## src/rtl/lcd_pkg.sv

```systemverilog
package lcd_pkg;

  localparam int WCODE_W = 3;
  localparam int MAX_VALID_CODE = 6;

  localparam logic [WCODE_W-1:0] WC_X1  = 3'd0;
  localparam logic [WCODE_W-1:0] WC_X2  = 3'd1;
  localparam logic [WCODE_W-1:0] WC_X4  = 3'd2;
  localparam logic [WCODE_W-1:0] WC_X8  = 3'd3;
  localparam logic [WCODE_W-1:0] WC_X16 = 3'd4;

  typedef struct packed {
    logic               en;
    logic [WCODE_W-1:0] wcode;
  } port_cfg_t;

  function automatic port_cfg_t make_port(input logic [WCODE_W-1:0] w);
    port_cfg_t p;
    p.en    = 1'b1;
    p.wcode = w;
    return p;
  endfunction

  function automatic logic code_reserved(input logic [7:0] code);
    return code > 8'(MAX_VALID_CODE);
  endfunction

endpackage

```

## src/rtl/lcd_layout_table.sv

```systemverilog
module lcd_layout_table
  import lcd_pkg::*;
#(
  parameter int CODE_W    = 5,
  parameter int NUM_PORTS = 4
) (
  input  logic [CODE_W-1:0]               code,
  output logic                            valid,
  output port_cfg_t [NUM_PORTS-1:0]       cfg
);

  localparam int TABLE_PORTS = 4;

  port_cfg_t row [TABLE_PORTS];

  always_comb begin
    valid = 1'b1;
    for (int i = 0; i < TABLE_PORTS; i++) row[i] = '0;
    case (code)
      CODE_W'(0): begin
        row[0] = make_port(WC_X4);
        row[1] = make_port(WC_X4);
        row[2] = make_port(WC_X4);
        row[3] = make_port(WC_X4);
      end
      CODE_W'(1): begin
        row[0] = make_port(WC_X16);
      end
      CODE_W'(2): begin
        row[0] = make_port(WC_X8);
        row[1] = make_port(WC_X8);
      end
      CODE_W'(3): begin
        row[0] = make_port(WC_X8);
        row[1] = make_port(WC_X4);
        row[2] = make_port(WC_X4);
      end
      CODE_W'(4): begin
        row[0] = make_port(WC_X8);
        row[1] = make_port(WC_X4);
        row[2] = make_port(WC_X2);
        row[3] = make_port(WC_X2);
      end
      CODE_W'(5): begin
        row[0] = make_port(WC_X8);
        row[1] = make_port(WC_X2);
        row[2] = make_port(WC_X2);
        row[3] = make_port(WC_X4);
      end
      CODE_W'(6): begin
        row[0] = make_port(WC_X8);
        row[1] = make_port(WC_X2);
        row[2] = make_port(WC_X4);
        row[3] = make_port(WC_X2);
      end
      default: valid = 1'b0;
    endcase
  end

  for (genvar i = 0; i < NUM_PORTS; i++) begin : g_map
    if (i < TABLE_PORTS) begin : g_used
      assign cfg[i] = row[i];
    end else begin : g_spare
      assign cfg[i] = '0;
    end
  end

endmodule

```

## src/rtl/lcd_lane_packer.sv

```systemverilog
module lcd_lane_packer
  import lcd_pkg::*;
#(
  parameter int NUM_PORTS   = 4,
  parameter int LANE_W      = 5,
  parameter int LANE_OFFSET = 0
) (
  input  port_cfg_t [NUM_PORTS-1:0]      cfg,
  output logic [NUM_PORTS*LANE_W-1:0]    start
);

  for (genvar i = 0; i < NUM_PORTS; i++) begin : g_port
    logic [LANE_W-1:0] base;
    logic [LANE_W-1:0] lanes;

    assign lanes = cfg[i].en ? (LANE_W'(1) << cfg[i].wcode) : '0;

    if (i == 0) begin : g_first
      assign base = LANE_W'(LANE_OFFSET);
    end else begin : g_next
      assign base = g_port[i-1].base + g_port[i-1].lanes;
    end

    assign start[i*LANE_W +: LANE_W] = cfg[i].en ? base : '0;
  end

endmodule

```

## src/rtl/lcd_code_select.sv

```systemverilog
module lcd_code_select #(
  parameter int CODE_W = 5
) (
  input  logic              rst,
  input  logic [CODE_W-1:0] strap_code,
  input  logic              override_valid,
  input  logic [CODE_W-1:0] override_code,
  output logic              load,
  output logic              from_strap,
  output logic [CODE_W-1:0] code
);

  // Reset has priority: strap pins are followed as long as reset is held.
  always_comb begin
    from_strap = rst;
    load       = rst | override_valid;
    code       = rst ? strap_code : override_code;
  end

endmodule

```

## src/rtl/lane_cfg_decoder.sv

```systemverilog
module lane_cfg_decoder
  import lcd_pkg::*;
#(
  parameter int CODE_W      = 5,
  parameter int NUM_PORTS   = 4,
  parameter int LANE_W      = 5,
  parameter int LANE_OFFSET = 0
) (
  input  logic                           clk,
  input  logic                           rst,
  input  logic [CODE_W-1:0]              strap_code,
  input  logic                           override_valid,
  input  logic [CODE_W-1:0]              override_code,
  output logic [NUM_PORTS-1:0]           port_en,
  output logic [NUM_PORTS*WCODE_W-1:0]   port_width,
  output logic [NUM_PORTS*LANE_W-1:0]    port_start,
  output logic                           config_error
);

  logic                        load;
  logic                        from_strap;
  logic [CODE_W-1:0]           sel_code;
  logic                        code_valid;
  port_cfg_t [NUM_PORTS-1:0]   dec_cfg;
  logic [NUM_PORTS*LANE_W-1:0] dec_start;
  logic [NUM_PORTS-1:0]        dec_en;
  logic [NUM_PORTS*WCODE_W-1:0] dec_width;

  lcd_code_select #(.CODE_W(CODE_W)) u_select (
    .rst            (rst),
    .strap_code     (strap_code),
    .override_valid (override_valid),
    .override_code  (override_code),
    .load           (load),
    .from_strap     (from_strap),
    .code           (sel_code)
  );

  lcd_layout_table #(.CODE_W(CODE_W), .NUM_PORTS(NUM_PORTS)) u_table (
    .code  (sel_code),
    .valid (code_valid),
    .cfg   (dec_cfg)
  );

  lcd_lane_packer #(
    .NUM_PORTS   (NUM_PORTS),
    .LANE_W      (LANE_W),
    .LANE_OFFSET (LANE_OFFSET)
  ) u_packer (
    .cfg   (dec_cfg),
    .start (dec_start)
  );

  for (genvar i = 0; i < NUM_PORTS; i++) begin : g_flat
    assign dec_en[i]                         = dec_cfg[i].en;
    assign dec_width[i*WCODE_W +: WCODE_W]   = dec_cfg[i].wcode;
  end

  always_ff @(posedge clk) begin
    if (load) begin
      if (code_valid) begin
        port_en      <= dec_en;
        port_width   <= dec_width;
        port_start   <= dec_start;
        config_error <= 1'b0;
      end else begin
        config_error <= 1'b1;
        if (from_strap) begin
          port_en    <= '0;
          port_width <= '0;
          port_start <= '0;
        end
      end
    end
  end

endmodule

```

## config.mk

```make
export PLATFORM = sky130hd
export DESIGN_NAME = lane_cfg_decoder
export DESIGN_NICKNAME = d
export VERILOG_FILES = /design/src/rtl/lcd_pkg.sv /design/src/rtl/lcd_layout_table.sv /design/src/rtl/lcd_lane_packer.sv /design/src/rtl/lcd_code_select.sv /design/src/rtl/lane_cfg_decoder.sv
export SDC_FILE = /design/constraint.sdc
export NUM_CORES = 1
export LEC_CHECK = 0
export BUFFER_PORTS_ARGS = -buffer_cell sky130_fd_sc_hd__buf_4
export CAP_MARGIN = 40
export CORE_MARGIN = 2
export CORE_UTILIZATION = 40
export CTS_BUF_LIST = sky130_fd_sc_hd__clkbuf_8
export DETAILED_ROUTE_END_ITERATION = 10
export MAX_ROUTING_LAYER = met4
export PLACE_DENSITY_LB_ADDON = 0.25
export SYNTH_ARGS = -nofsm -noshare
export SYNTH_HDL_FRONTEND = slang
export SYNTH_SLANG_ARGS = --single-unit
```

## constraint.sdc

```tcl
create_clock -name clk -period 5.36 [get_ports clk]
set_input_delay 0.268 -clock clk [delete_from_list [all_inputs] [get_ports clk]]
set_output_delay 0.268 -clock clk [all_outputs]
set_load 0.02 [all_outputs]
```

==> flow_metrics.tcl <==
set metrics [dict create \
    tns_ns 0 \
    ys_types 39 \
    routedWlPerCell_um 12.5 \
    status "completed" \
    ios 50 \
    clk_pin_slew_worst_paths_ns 0.06 \
    n_antenna_cell 0 \
    tritoncts "built" \
    clock-root-buffer "clkbuf_8" \
    critPathBufInv 2 \
    placedCellCount 240 \
    synth-seq-area-share_pct 51.4 \
    avgSynthCellArea_um2 11.9 \
    setup_viol 0 \
    cp_cell_sequence "buf_4, nor3_1, nor2_1, nor3_1, a31o_2, ha_1, xnor2_1, inv_1, ha_1, a21o_1, a21oi_1, xnor2_1, nor2_1" \
    std_cell_rows 23 \
    leakagePower_nw 0.987 \
    io_buffers 41 \
    synth_warnings 0 \
    drc 0 \
    grt_max_degree 26 \
    fin_crit_sh_pct 54.2 \
    core_area_mm2 0.00403 \
    final_area_mm2 0.00215 \
    maxCapViolations 0 \
    via_count 1187 \
    die_w_um 69.1 \
    slowest_stage "nor3_1" \
    first_global_vias 1175 \
    gr-total-overflow 0 \
    cts_setup_buffers 0 \
    synth_seq_cells 29 \
    grt_pass1_wl_um 5380 \
    cp.arrival_ns 2.92 \
    hold_violations 0 \
    irDropWorstVdd_v 0.000101 \
    required_ns 5.37 \
    min_period_ns 2.91 \
    worst-setup-path-type "in -> reg" \
    powerDensity_mw_per_mm2 276 \
    clk_path_buf_depth 2 \
    numCtsBuffers 5 \
    critPathLaunchType "input port" \
    die_height_um 69.1 \
    cts.sink_count 29 \
    synthCells 142 \
    slew_viol_final 0 \
    cts.hold.buffers_added 0 \
    vias_per_cell 4.81 \
    dieArea_mm2 0.00477 \
    drt_iter0_drc 59 \
    antenna_found_initial 0 \
    critPathMaxStageDelay_ns 0.37 \
    fillCellCount 378 \
    worstPathMaxFanout 15 \
    synth.cell_area_mm2 0.00169 \
    gp_congestion 0.858 \
    place_area_mm2 0.00207 \
    initial_core_util_pct 42.0 \
    hold_ws_ns 0.284 \
    hp-class "in -> reg" \
    finalPower_uw 593 \
    place_hpwl_um 2450 \
    syn2layout_area_growth_pct 27.1 \
    dr.pass1.iters 4 \
    wl_um 3080 \
    final_cells 247 \
    critPathTopFamily "simple AND/OR/NAND/NOR gates" \
    timing.fmax_mhz 344 \
    rsz0062_at_grt "no" \
    grt_util_all_layers_pct 14.3 \
    worst_setup_path_end_kind "flop" \
    htreeDepth 2 \
    ctsResizeCount 0 \
    drive_gt1_share_pct 31.0 \
    nNetsFinal 220 \
    ant_nets 0 \
]
-- cells in the final DEF (no fill, tap or decap), types with 2 or more instances in the layout --
master	instances
nand2b_1	2
a21oi_1	8
o22ai_1	3
fa_1	2
a21o_1	7
inv_1	13
nor3_1	2
conb_1	17
or2_1	2
clkbuf_8	5
nor3b_2	3
xnor2_1	5
edfxtp_1	29
xor2_1	2
nor2b_1	3
ha_1	8
buf_4	41
or2_2	2
o21a_1	2
nand2_1	3
nor2_1	18
nand3b_1	2
-- per-layer routing --
| metal | vias up | track usage, % | routed length [um] |
|---|---|---|---|
| met5 | - | - | 0 |
| met4 | 0 | 5.88 | 61 |
| met3 | 5 | 3.80 | 189 |
| met2 | 40 | 23.0 | 1540 |
| met1 | 551 | 17.0 | 1290 |
| li1 | 591 | - | - |
-- final cells by class --
type / count / area [um2] / area share, %
clock buffers: 5 / 68.8 / 3.20
flip-flops and latches: 29 / 871 / 40.5
inverters: 12 / 45.0 / 2.09
repair buffers: 42 / 335 / 15.6
multi-input cells: 107 / 761 / 35.4
well taps: 50 / 62.6 / 2.91
clock inverters: 2 / 7.51 / 0.349
-- flip-flops by register name, summed over array words and instances, names as in the netlist --
signal	flops
config_error	1
port_start	15
port_en	4
port_width	9
-- power by group --
part / internal [mW] / leakage, nW / switching (mW)
registers: 0.276 / 0.282 / 0.00603
clock network: 0.0851 / 0.0428 / 0.0723
logic: 0.0635 / 0.662 / 0.0899
total: 0.425 / 0.987 / 0.168
-- worst paths after layout --
kind | startpoint | endpoint | slack [ns] | cells after the start
min | override_valid | config_error | 0.28 | 2
max | rst | port_start[19] | 2.45 | 13
-- cells by family after synthesis --
family | count (synthesis) | share of synthesized area (%)
AND/OR/NAND/NOR | 41 | 13.6
other | 1 | 0.222
XOR/XNOR | 8 | 4.58
flip-flops | 29 | 51.4
multiplexers | 2 | 2.00
buffers and inverters | 22 | 7.17
AO/OA/AOI/OAI | 29 | 12.7
adder cells (fa/ha/maj) | 10 | 8.28
-- Yosys cell counts, drive strengths merged --
master	count	area share [%]
edfxtp	29	51
nor2	18	4.0
inv	12	2.7
buf	10	4.5
a21oi	9	2.9
ha	8	5.9
a21o	7	3.1
xnor2	6	3.5
or2	5	2.0
nand2	3	0.67
nor2b	3	1.1
nor3	3	1.2
nor3b	3	2.2
o22ai	3	1.1
fa	2	2.4
nand2b	2	0.74
nand3b	2	0.89
o21a	2	0.89
o21ai	2	0.59
xor2	2	1.0
a211oi	1	0.44
a22oi	1	0.44
a31o	1	0.52
a31oi	1	1.3
and2b	1	0.44
conb	1	0.22
mux2	1	0.67
mux2i	1	1.3
nor4	1	0.37
o221ai	1	0.89
o32a	1	0.59
-- metrics by stage --
step	utilization [%]	setup WS (ns)
detailed placement	51.5	2.20
global placement	50.8	2.36
finish	53.4	2.45
global route	53.4	2.30
CTS	53.4	2.48
floorplan	-	2.69
No activity file was read; power rests on OpenSTA's default activity.
